[src/rtl/clkdiv_pkg.sv]
package clkdiv_pkg;
  localparam int PRE_FIRST = 4;
  localparam int PRE_LAST  = 6;
  localparam int NUM_SRC   = 3;

  typedef struct packed {
    logic       capture;    // latch operands, clear kept setting
    logic       divGo;      // launch the shared divider
    logic       divSecond;  // 0: find divider, 1: find achieved rate
    logic       takeCand;   // latch candidate divider from quotient
    logic       updBest;    // candidate becomes kept setting
    logic [1:0] srcIdx;     // 0 ext, 1 pll1, 2 pll2
    logic [2:0] preVal;     // predivider applied to doubled rate
  } ctlStrobe_t;
endpackage

[src/rtl/clkdiv_divider.sv]
module clkdiv_divider #(
  parameter int N = 33,
  parameter int M = 35
) (
  input  logic         clk,
  input  logic         rstN,
  input  logic         go,
  input  logic [N-1:0] dividend,
  input  logic [M-1:0] divisor,
  output logic [N-1:0] quotient,
  output logic         doneP
);
  localparam int CW = $clog2(N + 1);

  logic [M-1:0]  remQ;
  logic [M-1:0]  dvsQ;
  logic [N-1:0]  quoQ;
  logic [CW-1:0] cntQ;
  logic          activeQ;
  logic [M:0]    trial;
  logic          fits;

  assign trial = {remQ, quoQ[N-1]};
  assign fits  = trial >= {1'b0, dvsQ};

  always_ff @(posedge clk or negedge rstN) begin
    if (!rstN) begin
      remQ    <= '0;
      dvsQ    <= '0;
      quoQ    <= '0;
      cntQ    <= '0;
      activeQ <= 1'b0;
      doneP   <= 1'b0;
    end else begin
      doneP <= 1'b0;
      if (go) begin
        remQ    <= '0;
        dvsQ    <= divisor;
        quoQ    <= dividend;
        cntQ    <= CW'(N);
        activeQ <= 1'b1;
      end else if (activeQ) begin
        remQ <= fits ? M'(trial - {1'b0, dvsQ}) : trial[M-1:0];
        quoQ <= {quoQ[N-2:0], fits};
        cntQ <= cntQ - 1'b1;
        if (cntQ == CW'(1)) begin
          activeQ <= 1'b0;
          doneP   <= 1'b1;
        end
      end
    end
  end

  assign quotient = quoQ;

  // a finished division leaves a remainder smaller than its divisor
  p_rem_bound_r5: assert property (@(posedge clk) disable iff (!rstN)
    doneP |-> (remQ < dvsQ));
endmodule

[src/rtl/clkdiv_ctrl.sv]
module clkdiv_ctrl
  import clkdiv_pkg::*;
(
  input  logic       clk,
  input  logic       rstN,
  input  logic       start,
  input  logic       rateZero,
  input  logic       divDone,
  input  logic       quoLegal,
  input  logic       isBetter,
  output ctlStrobe_t ctl,
  output logic       busy,
  output logic       done
);
  typedef enum logic [3:0] {
    S_IDLE, S_CHKZ, S_GO1, S_DIV1, S_CHK1, S_GO2, S_DIV2, S_CMP, S_ADV, S_FIN
  } state_t;

  state_t     stateQ, stateD;
  logic [1:0] srcQ;
  logic [2:0] preQ;
  logic       lastCand;

  assign lastCand = (srcQ == 2'(NUM_SRC - 1)) && (preQ == 3'(PRE_LAST));

  always_comb begin
    stateD        = stateQ;
    ctl           = '0;
    ctl.srcIdx    = srcQ;
    ctl.preVal    = preQ;
    unique case (stateQ)
      S_IDLE: if (start) begin
        ctl.capture = 1'b1;
        stateD      = S_CHKZ;
      end
      S_CHKZ: stateD = rateZero ? S_FIN : S_GO1;
      S_GO1: begin
        ctl.divGo = 1'b1;
        stateD    = S_DIV1;
      end
      S_DIV1: if (divDone) stateD = S_CHK1;
      S_CHK1: if (quoLegal) begin
        ctl.takeCand = 1'b1;
        stateD       = S_GO2;
      end else begin
        stateD = S_ADV;
      end
      S_GO2: begin
        ctl.divGo     = 1'b1;
        ctl.divSecond = 1'b1;
        stateD        = S_DIV2;
      end
      S_DIV2: if (divDone) stateD = S_CMP;
      S_CMP: begin
        ctl.updBest = isBetter;
        stateD      = S_ADV;
      end
      S_ADV: stateD = lastCand ? S_FIN : S_GO1;
      S_FIN: stateD = S_IDLE;
      default: stateD = S_IDLE;
    endcase
  end

  always_ff @(posedge clk or negedge rstN) begin
    if (!rstN) begin
      stateQ <= S_IDLE;
      srcQ   <= '0;
      preQ   <= 3'(PRE_FIRST);
    end else begin
      stateQ <= stateD;
      if (ctl.capture) begin
        srcQ <= '0;
        preQ <= 3'(PRE_FIRST);
      end else if (stateQ == S_ADV && !lastCand) begin
        if (preQ == 3'(PRE_LAST)) begin
          preQ <= 3'(PRE_FIRST);
          srcQ <= srcQ + 1'b1;
        end else begin
          preQ <= preQ + 1'b1;
        end
      end
    end
  end

  assign busy = (stateQ != S_IDLE);
  assign done = (stateQ == S_FIN);

  // done never lasts two cycles
  p_done_pulse_r11: assert property (@(posedge clk) disable iff (!rstN)
    done |=> !done);
  // done only ever appears while busy
  p_done_busy_r11: assert property (@(posedge clk) disable iff (!rstN)
    done |-> busy);
  // predivider stays inside its visiting range
  p_pre_range_r3: assert property (@(posedge clk) disable iff (!rstN)
    busy |-> (preQ >= 3'(PRE_FIRST) && preQ <= 3'(PRE_LAST)));
endmodule

[src/rtl/clkdiv_dp.sv]
module clkdiv_dp
  import clkdiv_pkg::*;
#(
  parameter int W       = 32,
  parameter int DIVW    = 7,
  parameter int DIV_MIN = 2,
  parameter int DIV_MAX = 127
) (
  input  logic            clk,
  input  logic            rstN,
  input  ctlStrobe_t      ctl,
  input  logic [W-1:0]    reqRate,
  input  logic [W-1:0]    extRate,
  input  logic [W-1:0]    pll1Rate,
  input  logic [W-1:0]    pll2Rate,
  output logic            rateZero,
  output logic            divDone,
  output logic            quoLegal,
  output logic            isBetter,
  output logic            found,
  output logic            srcPll,
  output logic            srcPll2,
  output logic [1:0]      preCode,
  output logic [DIVW-1:0] divVal,
  output logic [W-1:0]    achRate
);
  localparam int N = W + 1;   // doubled source width
  localparam int M = W + 3;   // target times predivider

  logic [W-1:0]    srcQ [NUM_SRC];
  logic [N-1:0]    dbl  [NUM_SRC];
  logic [W-1:0]    rateQ;
  logic [W-1:0]    maxSrc, limit, clamped;
  logic [DIVW-1:0] candQ;
  logic [N-1:0]    quo;
  logic [M-1:0]    divisor;
  logic [N-1:0]    err;
  logic [N-1:0]    bestErrQ;
  logic [W-1:0]    bestRateQ;
  logic [DIVW-1:0] bestDivQ;
  logic [1:0]      bestPreQ;
  logic [1:0]      bestSrcQ;
  logic            haveQ;

  always_comb begin
    maxSrc = extRate;
    if (pll1Rate > maxSrc) maxSrc = pll1Rate;
    if (pll2Rate > maxSrc) maxSrc = pll2Rate;
    limit   = maxSrc >> 2;
    clamped = (reqRate < limit) ? reqRate : limit;
  end

  generate
    for (genvar g = 0; g < NUM_SRC; g++) begin : g_dbl
      assign dbl[g] = {srcQ[g], 1'b0};
    end
  endgenerate

  always_ff @(posedge clk or negedge rstN) begin
    if (!rstN) begin
      for (int i = 0; i < NUM_SRC; i++) srcQ[i] <= '0;
      rateQ <= '0;
    end else if (ctl.capture) begin
      srcQ[0] <= extRate;
      srcQ[1] <= pll1Rate;
      srcQ[2] <= pll2Rate;
      rateQ   <= clamped;
    end
  end

  assign rateZero = (rateQ == '0);
  assign divisor  = ctl.divSecond ? M'(ctl.preVal) * M'(candQ)
                                  : M'(rateQ) * M'(ctl.preVal);

  clkdiv_divider #(.N(N), .M(M)) u_div (
    .clk      (clk),
    .rstN     (rstN),
    .go       (ctl.divGo),
    .dividend (dbl[ctl.srcIdx]),
    .divisor  (divisor),
    .quotient (quo),
    .doneP    (divDone)
  );

  assign quoLegal = (quo >= N'(DIV_MIN)) && (quo <= N'(DIV_MAX));
  assign err      = (quo >= {1'b0, rateQ}) ? quo - {1'b0, rateQ}
                                           : {1'b0, rateQ} - quo;
  assign isBetter = !haveQ || (err < bestErrQ);

  always_ff @(posedge clk or negedge rstN) begin
    if (!rstN) begin
      candQ     <= '0;
      bestErrQ  <= '0;
      bestRateQ <= '0;
      bestDivQ  <= '0;
      bestPreQ  <= '0;
      bestSrcQ  <= '0;
      haveQ     <= 1'b0;
    end else begin
      if (ctl.takeCand) candQ <= quo[DIVW-1:0];
      if (ctl.capture) begin
        bestErrQ  <= '0;
        bestRateQ <= '0;
        bestDivQ  <= '0;
        bestPreQ  <= '0;
        bestSrcQ  <= '0;
        haveQ     <= 1'b0;
      end else if (ctl.updBest) begin
        bestErrQ  <= err;
        bestRateQ <= quo[W-1:0];
        bestDivQ  <= candQ;
        bestPreQ  <= 2'(ctl.preVal - 3'd3);
        bestSrcQ  <= ctl.srcIdx;
        haveQ     <= 1'b1;
      end
    end
  end

  assign found   = haveQ;
  assign achRate = bestRateQ;
  assign divVal  = bestDivQ;
  assign preCode = bestPreQ;
  assign srcPll  = haveQ && (bestSrcQ != 2'd0);
  assign srcPll2 = haveQ && (bestSrcQ == 2'd2);

  // a kept candidate always carries a divider in the legal range
  p_legal_div_r4: assert property (@(posedge clk) disable iff (!rstN)
    ctl.updBest |-> (candQ >= DIVW'(DIV_MIN) && candQ <= DIVW'(DIV_MAX)));
  // each replacement strictly lowers the kept error
  p_err_drops_r6: assert property (@(posedge clk) disable iff (!rstN)
    (ctl.updBest && haveQ) |=> (bestErrQ < $past(bestErrQ)));
  // operands change only on an accepted start
  p_rate_hold_r10: assert property (@(posedge clk) disable iff (!rstN)
    !ctl.capture |=> $stable(rateQ));
  // the captured target never exceeds the limit of its own inputs
  p_clamp_r1: assert property (@(posedge clk) disable iff (!rstN)
    ctl.capture |-> (clamped <= reqRate && clamped <= limit));
endmodule

[src/rtl/clkdiv_search.sv]
module clkdiv_search #(
  parameter int W    = 32,
  parameter int DIVW = 7
) (
  input  logic            clk,
  input  logic            rstN,
  input  logic            start,
  input  logic [W-1:0]    reqRate,
  input  logic [W-1:0]    extRate,
  input  logic [W-1:0]    pll1Rate,
  input  logic [W-1:0]    pll2Rate,
  output logic            busy,
  output logic            done,
  output logic            found,
  output logic            srcPll,
  output logic            srcPll2,
  output logic [1:0]      preCode,
  output logic [DIVW-1:0] divVal,
  output logic [W-1:0]    achRate
);
  import clkdiv_pkg::*;

  ctlStrobe_t ctl;
  logic rateZero, divDone, quoLegal, isBetter;

  clkdiv_ctrl u_ctrl (
    .clk      (clk),
    .rstN     (rstN),
    .start    (start),
    .rateZero (rateZero),
    .divDone  (divDone),
    .quoLegal (quoLegal),
    .isBetter (isBetter),
    .ctl      (ctl),
    .busy     (busy),
    .done     (done)
  );

  clkdiv_dp #(.W(W), .DIVW(DIVW)) u_dp (
    .clk      (clk),
    .rstN     (rstN),
    .ctl      (ctl),
    .reqRate  (reqRate),
    .extRate  (extRate),
    .pll1Rate (pll1Rate),
    .pll2Rate (pll2Rate),
    .rateZero (rateZero),
    .divDone  (divDone),
    .quoLegal (quoLegal),
    .isBetter (isBetter),
    .found    (found),
    .srcPll   (srcPll),
    .srcPll2  (srcPll2),
    .preCode  (preCode),
    .divVal   (divVal),
    .achRate  (achRate)
  );

  // PLL2 selection implies PLL selection
  p_sel_pair_r7: assert property (@(posedge clk) disable iff (!rstN)
    srcPll2 |-> srcPll);
  // a failed search leaves the achieved rate at zero
  p_fail_zero_r8: assert property (@(posedge clk) disable iff (!rstN)
    (done && !found) |-> (achRate == '0 && divVal == '0));
endmodule

[config.mk]
export PLATFORM = sky130hd
export DESIGN_NAME = clkdiv_search
export DESIGN_NICKNAME = d
export VERILOG_FILES = /design/src/rtl/clkdiv_pkg.sv /design/src/rtl/clkdiv_divider.sv /design/src/rtl/clkdiv_ctrl.sv /design/src/rtl/clkdiv_dp.sv /design/src/rtl/clkdiv_search.sv
export SDC_FILE = /design/constraint.sdc
export NUM_CORES = 1
export LEC_CHECK = 0
export ABC_AREA = 0
export BUFFER_PORTS_ARGS = -buffer_cell sky130_fd_sc_hd__buf_2
export CAP_MARGIN = 20
export CELL_PAD_IN_SITES_DETAIL_PLACEMENT = 1
export CELL_PAD_IN_SITES_GLOBAL_PLACEMENT = 2
export CORE_MARGIN = 8
export CORE_UTILIZATION = 35
export CTS_BUF_LIST = sky130_fd_sc_hd__clkbuf_8
export CTS_CLUSTER_SIZE = 10
export DETAILED_ROUTE_END_ITERATION = 8
export GPL_TIMING_DRIVEN = 0
export PLACE_DENSITY_LB_ADDON = 0.1
export SETUP_SLACK_MARGIN = 0.05
export SYNTH_ARGS = -nofsm -noshare
export SYNTH_HDL_FRONTEND = slang
export SYNTH_SLANG_ARGS = --single-unit
[constraint.sdc]
create_clock -name clk -period 7.5 [get_ports clk]
set_input_delay 1.875 -clock clk [delete_from_list [all_inputs] [get_ports clk]]
set_output_delay 1.875 -clock clk [all_outputs]
set_load 0.005 [all_outputs]
# [After elaboration in Yosys (flattened, before gate mapping)]
# Cells that the tools add are included.
[word_totals] regBits=332 in_bits=131 out_inout_bits=46 elab_cells=127
[op_classes] n_addsub=7 mul=2 magnitude_cmp=9 n_eq_ne=16 muxes=53 n_bitwise=1 reduce_logical=19
[op_table] cell="$mux W33" count=7
[op_table] cell="$mux W32" count=5
[op_table] cell="$mux W35" count=4
[op_table] cell="$bmux W33 S2" count=1
[op_table] cell="$gt A32 B32 Y1" count=2
[op_table] cell="$ge A36 B35 Y1" count=1
[op_table] cell="$pmux W4 S9" count=1
[op_table] cell="$mul A32 B3 Y35" count=1
[op_table] cell="$sub A35 B35 Y35" count=1
[op_table] cell="$ge A33 B2 Y1 const B" count=1
[op_table] cell="$ge A33 B32 Y1" count=1
[op_table] cell="$le A33 B7 Y1 const B" count=1
[op_table] cell="$lt A33 B33 Y1" count=1
[op_table] cell="$sub A32 B33 Y33" count=1
[op_table] cell="$sub A33 B32 Y33" count=1
[op_table] cell="$logic_not A32 Y1" count=1
[op_table] cell="$lt A32 B30 Y1" count=1
[op_table] cell="$mux W4" count=6
[op_table] cell="$eq A4 B3 Y1 const B" count=4
[op_table] cell="$mux W1" count=15
[op_table] cell="$mux W2" count=7
[op_table] cell="$mux W7" count=2
[op_table] cell="$mux W6" count=2
[op_table] cell="$mul A3 B7 Y10" count=1
[op_table] cell="24 further kinds" count=39

# [Longest topological paths before layout]
# Gate-level depths: netlist of the first run.
[logic_depth] ltp_word=7 ltp_mapped=32 mapped_depth_nobuf=29

# [Hierarchy]
# Synthesis of the first run repeated with hierarchy kept, for this count alone.
[unflattened] hier_cells=3285 area_unflattened_um2=28344.7
[by_module_without_submodules] module="clkdiv_dp" n_inst=1 cells_each=2386 area_per_inst_um2=20533.4 seq_area_each_um2=5305.1
[by_module_without_submodules] module="clkdiv_divider" n_inst=1 cells_each=822 area_per_inst_um2=7149.4 seq_area_each_um2=2777.7
[by_module_without_submodules] module="clkdiv_ctrl" n_inst=1 cells_each=77 area_per_inst_um2=661.9 seq_area_each_um2=226.5

# [Worst setup path after synthesis of the first run]
# Ideal clock, no wire load.
[synth_path] path_kind="input to register" startpoint="input extRate[31]" endpoint="register u_dp.rateQ[10]" setup_ns=0.076 t_arrival_ns=8.321 slack_ns=-0.897 path_stages=31 path_buffers=3 cell_sequence="inv_1 > ha_1 > nand4_1 > or3_1 > nor3_1 > o31ai_1 > nand2_1 > buf_1 > mux2_2 > inv_1 > ha_1 > nand4_1 > or2_2 > nor2_1 > o21ai_0 > a31o_2 > nand2_1 > buf_1 > mux2i_1 > ha_1 > or3b_1 > nor3_2 > and4_1 > or4b_4 > o2bb2ai_2 > nor2_1 > a41o_1 > a21oi_2 > buf_6 > mux2_4 > o21ai_1"
[synth_between] elab_chain_cells=6
[synth_lines] item="from (decl)" line="clkdiv_search.sv:9" rtl="input logic [W-1:0] extRate,"
[synth_lines] item="$gt A32 B32 Y1" line="clkdiv_dp.sv:47" rtl="if (pll1Rate > maxSrc) maxSrc = pll1Rate;"
[synth_lines] item="$mux W32 *" line="clkdiv_dp.sv:47"
[synth_lines] item="$gt A32 B32 Y1" line="clkdiv_dp.sv:48" rtl="if (pll2Rate > maxSrc) maxSrc = pll2Rate;"
[synth_lines] item="$mux W32 *" line="clkdiv_dp.sv:48"
[synth_lines] item="$lt A32 B30 Y1" line="clkdiv_dp.sv:50" rtl="clamped = (reqRate < limit) ? reqRate : limit;"
[synth_lines] item="$mux W32 *" line="clkdiv_dp.sv:50"
[synth_lines] item="to (signal assigned)" line="clkdiv_dp.sv:67" rtl="rateQ <= clamped;"
[synth_lines] item="to (decl)" line="clkdiv_dp.sv:32" rtl="logic [W-1:0] rateQ;"
# Mark *: on every way between the ends. The rest lies on a longest branch, timed or not.
# A chain may end at the register's enable or synchronous reset.

# [Worst setup path in the final report of the first run]
[layout_path] startpoint="input pll1Rate[15]" endpoint="register u_dp.rateQ[10]"
[layout_between] elab_chain_cells=6
[layout_lines] item="from (decl)" line="clkdiv_search.sv:10" rtl="input logic [W-1:0] pll1Rate,"
[layout_lines] item="$gt A32 B32 Y1" line="clkdiv_dp.sv:47"
[layout_lines] item="$mux W32 *" line="clkdiv_dp.sv:47"
[layout_lines] item="$gt A32 B32 Y1" line="clkdiv_dp.sv:48"
[layout_lines] item="$mux W32 *" line="clkdiv_dp.sv:48"
[layout_lines] item="$lt A32 B30 Y1" line="clkdiv_dp.sv:50"
[layout_lines] item="$mux W32 *" line="clkdiv_dp.sv:50"
# Marked as above.

==> results of run 1 <==
[critical path, delay by kind of cell]
kind | cells | cell delay, ns
compound gates | 6 | 1.09
fa+ha+maj | 3 | 0.78
buf+inv | 8 | 1.12
mux | 3 | 0.71
simple gates | 15 | 3.37
[power by group through the flow]
stage / sequential, µW / clock (µW) / combinational (µW)
2_1_floorplan: 1820 / 0 / 314
3_3_place_gp: 1820 / 0 / 515
3_5_place_dp: 1820 / 0 / 540
4_1_cts: 1790 / 2070 / 653
5_1_grt: 1790 / 2140 / 717
6_report: 1790 / 2010 / 662
[final timing paths]
kind / startpoint / end / slack [ns] / cells after the start
max in group asynchronous: rstN / u_dp.rateQ[27]$_DFFE_PN0P_ / 5.08 / 3
hold reg to reg: u_dp.dbl[39]$_DFFE_PN0P_ / u_dp.dbl[39]$_DFFE_PN0P_ / 0.47 / 2
setup / recovery: pll1Rate[15] / u_dp.rateQ[10]$_DFFE_PN0P_ / -0.90 / 35
min in group asynchronous: rstN / u_dp.bestErrQ[16]$_DFFE_PN0P_ / 1.04 / 1
hold / removal: u_dp.dbl[39]$_DFFE_PN0P_ / u_dp.dbl[39]$_DFFE_PN0P_ / 0.47 / 2
setup reg to reg: u_dp.u_div.quotient[6]$_DFFE_PN0P_ / u_dp.achRate[30]$_DFFE_PN0P_ / 0.49 / 24
[metal layers]
metal | track usage | vias to the layer above | routed length [µm]
li1 | - | 11800 | -
met1 | 0.335 | 12800 | 50400
met2 | 0.421 | 513 | 52000
met3 | 0.0381 | 156 | 4470
met4 | 0.0744 | 0 | 3260
met5 | 0 | - | 0
[state kept, by name, summed over array words and instances, names as in the netlist, 6 cells and up]
| signal | cells |
|---|---|
| u_dp.candQ | 7 |
| u_dp.bestErrQ | 33 |
| u_dp.divVal | 7 |
| u_dp.rateQ | 32 |
| u_dp.dbl | 96 |
| u_dp.u_div.dvsQ | 35 |
| u_dp.u_div.remQ | 35 |
| u_dp.u_div.cntQ | 6 |
| u_dp.achRate | 32 |
| u_dp.u_div.quotient | 33 |
[Yosys cell counts, drive strengths merged, types with 34 or more instances]
cell    instances  share of area
o21ai         230          0.042
nand4          41         0.0095
ha            272           0.13
nand2         548          0.076
a21oi         233          0.043
a21o          122          0.034
clkbuf        119          0.017
xnor2          49          0.016
nor3           65          0.012
mux2i          99          0.037
mux2          103          0.047
fa             40          0.030
buf            36         0.0072
nand3          36         0.0066
a211oi         34         0.0098
dfrtp         331           0.31
a221oi         35          0.011
inv           334          0.046
nor2          132          0.019
xor2           42          0.014
[stage by stage]
step,TNS (ns),instances
finish,-25.85,4629
global route,-29.88,4628
CTS,-23.37,4621
detailed placement,-95.68,4465
global placement,-898.65,4460
floorplan,-8.51,3244
[kinds of logic after synthesis]
logic type	count (synthesis)
AOI/OAI and AO/OA	821
xor gates and xnor gates	91
adders and majority gates	312
buffers and inverters	491
DFF	332
muxes	202
and+or+nand+nor	995
[area by class of cell]
class	instances	area (µm²)	share of cell area
multi-input combinational	2421	17700	0.547
sequential	332	8310	0.258
timing repair buffer	218	1550	0.0479
tap	1040	1300	0.0403
inverter	334	1290	0.0399
clock buffer	86	1180	0.0367
buffer	156	756	0.0234
clock inverter	40	228	0.00706
antenna	2	5.00	0.000155
[what timing repair did]
item	4_1_cts	5_1_grt
resized for setup	159	38
setup endpoints to repair	100	54
pin swaps	39	13
setup buffers	28	5
cloned	3	1
==> out/metrics.yaml, run 1 <==
clock_network:
  root_buffer: "clkbuf_8"
  numCtsBuffers: 72
  clk_latency_ns: 0.69
  clk_pin_slew_ns: 0.06
  cts_hold_buf: 0
  cts-htree-levels: 3
  cts.sinks: 332
  cts_tree: "done"
  cts_buffer_depth: 3
power_and_ir_drop:
  irDropWorstVdd_v: 0.0000980
  p_leak_uw: 0.0166
  swShare: 0.287
  p_int_uw: 3180
  pwr-share-comb: 0.148
  switchingPower_uw: 1280
  p_clk_frac: 0.450
  total_power_uw: 4460
  seq_power_share: 0.402
  cellPowerDensity_mw_per_mm2: 138
synth:
  syn_inst: 3244
  synth_top_family_by_area: "compound AO/OA/AOI/OAI gates"
  syn_area_per_cell_um2: 8.36
  synthAdderAreaFrac: 0.155
  synth_compound_area_frac: 0.189
  synth_nets: 3687
  ys_seq_area_frac: 0.306
  synth_cell_type_count: 83
  synth_mux_area_frac: 0.0833
  synthXorXnorAreaFrac: 0.0294
  synth_async_sr_flop_share: 1.00
  synth_seq_cells: 332
  syn_area_mm2: 0.0271
  ys.flop_type: "dfrtp_1"
  synthSimpleGateAreaFrac: 0.166
  ys_warn_count: 0
  synth_edf_count: 0
final_layout:
  nets: 3978
  n_fill_cell: 9153
  syn2layout_area_growth_pct: 19.0
  mostFrequentLayoutCell: "nand2_1"
  fin_area_mm2: 0.0323
  drive_gt1_frac: 0.167
  post-route-util: 0.419
  layout_common_cells: "nand2_1, dfrtp_1, inv_1"
die:
  die_y_um: 294
  num_rows: 102
  ios: 177
  die-area_mm2: 0.0866
  core_area_mm2: 0.0771
  start_util: 0.352
  die_w_um: 294
drt:
  wire_per_inst_um: 23.8
  first_iter_violations: 1413
  drtAntennaViolNets: 0
  vias_per_cell: 5.45
  drt-total-wl_um: 110000
  routed-via-count: 25300
  drc: 0
  dr.pass1.iters: 5
placement:
  gp_congestion: 0.886
  port_buffers: 176
  place_ws_ns: -2.90
  dpl-instance-area_mm2: 0.0296
  hpwl_um: 87800
global_routing:
  antenna_found_initial: 4
  grt_pass1_wl_um: 168000
  grt_pass1_vias: 27400
  grt-ovfl-total: 0
  grtUsageTotal: 0.252
  grt_max_degree: 112
critical_path:
  endpoint_kind: "flop"
  cp_common_cell: "buf_12"
  slowest_stage: "or4b_4"
  crit_arrival_ns: 8.99
  critical_path_class: "input pin to flop"
  crit_required_ns: 8.09
  startpoint_type: "input pin"
  cp_max_fo: 10
  max_stage_delay_ns: 0.50
outcome:
  status: "complete, but fails checks"
  violations: "setup timing"
sta:
  min_period_ns: 8.40
  timing.hold.ws_ns: 0.472
  slew_headroom: 0.244
  rsz0062_at_grt: "true"
  setup_viol: 30
  hold_viol_final: 0
  min_period_over_period: 1.12
  clock.fmax_mhz: 119
  clock_skew_ns: 0.0569
  tightest_slew_ns: 1.13
  setup_ws_ns: -0.901
  drv_slew: 0
worst_hold_path:
  hold_class: "flop to flop"
job:
  drv_cap: 0
Note: power is estimated with default switching activity, not from simulation.
==> run 2, diff against run 1 <==
--- a/config.mk
+++ b/config.mk
@@ -20,4 +20,5 @@
 export SETUP_SLACK_MARGIN = 0.05
 export SYNTH_ARGS = -nofsm -noshare
 export SYNTH_HDL_FRONTEND = slang
+export SYNTH_HIERARCHICAL = 1
 export SYNTH_SLANG_ARGS = --single-unit
==> run 2 against run 1 <==
Compared with the run above: the run still ends with setup timing left; maximum frequency rose by 11%; sequential power is essentially flat; sequential share of layout area is 1.0 points lower; synthesized cell count increased by 1.3%; critical path depth is 2 lower; total power increased by 2.4%; hold slack gained 0.012 ns; largest power group unchanged.
==> out/metrics.yaml, run 2 <==
power_and_ir_drop:
  p_leak_uw: 0.0162  # -2.4%
  total_power_uw: 4570  # +2.4%
  irDropWorstVdd_v: 0.000105  # +7.6%
  switchingPower_uw: 1310  # +2.8%
  p_int_uw: 3260  # +2.3%
  pwr-share-comb: 0.153  # +0.005
  p_clk_frac: 0.455  # +0.005
  swShare: 0.288  # +0.00100
  cellPowerDensity_mw_per_mm2: 136  # -2.0%
  seq_power_share: 0.392  # -0.010
final_layout:
  drive_gt1_frac: 0.198  # +0.0309
  fin_area_mm2: 0.0337  # +4.5%
  syn2layout_area_growth_pct: 19.0  # about the same
  n_fill_cell: 9469  # +3.5%
  layout_common_cells: "nand2_1, dfrtp_1, inv_1"
  regArea_mm2: 0.00833  # +0.29%
  nets: 4027  # +1.2%
  mostFrequentLayoutCell: "nand2_1"
  post-route-util: 0.419  # +0.000696
  largest_register_ffs: 96  # unchanged
  multi_input_area_mm2: 0.0189  # +6.9%
global_routing:
  grt-ovfl-total: 0  # unchanged
  gr-usage-met3: 0.0369  # -0.00116
  grt_pass1_wl_um: 178000  # +5.9%
  grtUsageTotal: 0.255  # +0.00351
  grt_max_degree: 113  # +0.89%
  met1_usage: 0.346  # +0.0107
  grt_pass1_vias: 28100  # +2.6%
  busiest_layer: "met2"
  antenna_found_initial: 5  # +1
  use_met2: 0.425  # +0.00340
critical_path:
  r2r-start: "u_dp/rateQ[2]$_DFFE_PN0P_"
  ff2ff_setup_slack_ns: 0.17  # -0.32 ns
  critical_path_class: "input pin to flop"
  cp_max_fo: 8  # -2
  slowest_stage: "nor4_2"
  worstRegToRegCells: 27  # +13%
  crit_required_ns: 8.03  # -0.06 ns
  startpoint_type: "input pin"
  endpoint_kind: "flop"
  max_stage_delay_ns: 0.41  # -0.09 ns
  crit_arrival_ns: 8.07  # -0.92 ns
  r2r_end: "u_dp/bestErrQ[24]$_DFFE_PN0P_"
sta:
  slew_headroom: 0.257  # +0.0124
  drv_slew: 0  # unchanged
  setup_viol: 15  # -50%
  min_period_over_period: 1.00  # -0.115
  clock.fmax_mhz: 133  # +11%
  clock_skew_ns: 0.0477  # -0.00916 ns
  rsz0062_at_grt: "true"
  setup_ws_ns: -0.0361  # +0.865 ns
  hold_viol_final: 0  # unchanged
  tightest_slew_ns: 1.12  # -0.0187 ns
  min_period_ns: 7.54  # -0.865 ns
clock_network:
  numCtsBuffers: 71  # -1.4%
  root_buffer: "clkbuf_8"
  cts_buffer_depth: 3  # unchanged
  clk_latency_ns: 0.69  # about the same
  cts_tree: "done"
  clk_pin_slew_ns: 0.06  # about the same
  cts_hold_buf: 0  # unchanged
  cts-htree-levels: 3  # unchanged
  cts.sinks: 332  # unchanged
synth:
  synth_seq_cells: 332  # unchanged
  syn_area_mm2: 0.0283  # +4.5%
  synth_nets: 3726  # +1.1%
  synth_compound_area_frac: 0.202  # +0.0123
  synth_top_family_by_area: "compound AO/OA/AOI/OAI gates"
  yosys-top-cells-count: "nand2_1, dfrtp_1, inv_1"
  synth_edf_count: 0  # unchanged
  synth_area_leaders: "dfrtp_1, ha_1, mux2i_1"
  synth_cell_type_count: 114  # +37%
  synth_mux_area_frac: 0.103  # +0.0200
  yosysMostFrequentCell: "nand2_1"
  synth_async_sr_flop_share: 1.00  # unchanged
  synthXorXnorAreaFrac: 0.0269  # -0.00251
  yosysTopAreaCell: "dfrtp_1"
  ys_seq_area_frac: 0.293  # -0.0133
  synthSimpleGateAreaFrac: 0.159  # -0.00645
  syn_area_per_cell_um2: 8.63  # +3.2%
  yosysTopAreaCellShare: 0.292  # -0.0133
  synthAdderAreaFrac: 0.147  # -0.00761
  ys.flop_type: "dfrtp_1"
  ys_warn_count: 6  # +6
  syn_inst: 3285  # +1.3%
drt:
  vias_per_cell: 5.60  # +2.7%
  drt-total-wl_um: 119000  # +8.0%
  routed-via-count: 26300  # +4.2%
  drc: 0  # unchanged
  wire_per_inst_um: 25.3  # +6.4%
  drtAntennaViolNets: 0  # unchanged
  dr.pass1.iters: 4  # -1
  first_iter_violations: 1269  # -10%
job:
  drv_cap: 0  # unchanged
placement:
  dpl-instance-area_mm2: 0.0307  # +3.7%
  port_buffers: 176  # unchanged
  place_ws_ns: -1.64  # +1.26 ns
  hpwl_um: 94800  # +7.9%
  gp_congestion: 0.926  # +4.5%
worst_hold_path:
  hp-start: "u_dp/u_div/doneP$_DFF_PN0_"
  hold-path-cell-count: 1  # -1
  whs_endpoint: "u_ctrl/stateQ[0]$_DFFE_PN0P_"
  hold_class: "flop to flop"
die:
  die-area_mm2: 0.0903  # +4.3%
  num_rows: 104  # +2.0%
  start_util: 0.352  # +0.000714
  die_w_um: 301  # +2.1%
  ios: 177  # unchanged
  core_area_mm2: 0.0804  # +4.3%
  die_y_um: 301  # +2.1%
outcome:
  violations: "setup timing"
  status: "complete, but fails checks"
-- run 2: final cells by class --
type / instances / share of cell area
Timing Repair Buffer: 231 / 0.0475
Clock inverter: 34 / 0.00746
Sequential cell: 332 / 0.247
Buffer: 176 / 0.0302
Inverter: 295 / 0.0331
Tap cell: 1060 / 0.0393
Antenna cell: 4 / 0.000297
Multi-Input combinational cell: 2479 / 0.559
Clock buffer: 87 / 0.0355
-- run 2: cell families after synthesis --
family	Yosys count
and+or+nand+nor	966
other	1
muxes	278
buffers and inverters	474
adders and majority gates	310
AOI/OAI and AO/OA	837
DFF	332
xor gates and xnor gates	87
-- run 2: worst max-delay path by stage --
stage,start,end,slack [ns],depth (start not counted)
floorplan,extRate[29],u_dp/rateQ[20]$_DFFE_PN0P_,0.05,31
global placement,rstN,u_dp/dbl[10]$_DFFE_PN0P_,-2.32,1
detailed placement,extRate[17],u_dp/rateQ[12]$_DFFE_PN0P_,-1.64,31
CTS,extRate[17],u_dp/rateQ[28]$_DFFE_PN0P_,0.05,32
global route,pll1Rate[27],u_dp/rateQ[2]$_DFFE_PN0P_,-0.21,34
finish,pll1Rate[27],u_dp/rateQ[5]$_DFFE_PN0P_,-0.04,33
-- run 2: critical path: cells and delay by family --
kind / cells / cell delay [ns]
AO/OA/AOI/OAI: 13 / 2.04
adder cells (fa/ha/maj): 3 / 0.74
buffers and inverters: 10 / 1.49
multiplexers: 1 / 0.19
AND/OR/NAND/NOR: 6 / 1.68
-- run 2: power by group through the flow --
stage | registers (µW) | clock network [µW] | logic (µW)
2_1_floorplan | 1820 | 0 | 289
3_3_place_gp | 1820 | 0 | 515
3_5_place_dp | 1820 | 0 | 533
4_1_cts | 1790 | 2150 | 604
5_1_grt | 1790 | 2220 | 752
6_report | 1790 | 2080 | 700
-- run 2: timing repair --
action	CTS	global route
pin swaps	22	82
setup endpoints to repair	107	103
setup buffers	21	25
cloned	0	6
gates resized for setup	99	157
-- run 2: routing by layer --
layer | up-vias | routed length (µm)
li1 | 12200 | -
met1 | 13400 | 55100
met2 | 505 | 56000
met3 | 148 | 4660
met4 | 0 | 3120
met5 | - | 0
-- run 2: stage by stage --
stage	setup TNS [ns]	std cells	hold slack [ns]
floorplan	0	3285	0.437
global placement	-851.27	4521	0.469
detailed placement	-120.13	4524	0.478
CTS	0	4665	0.486
global route	-4.82	4696	0.519
finish	-0.237	4698	0.483
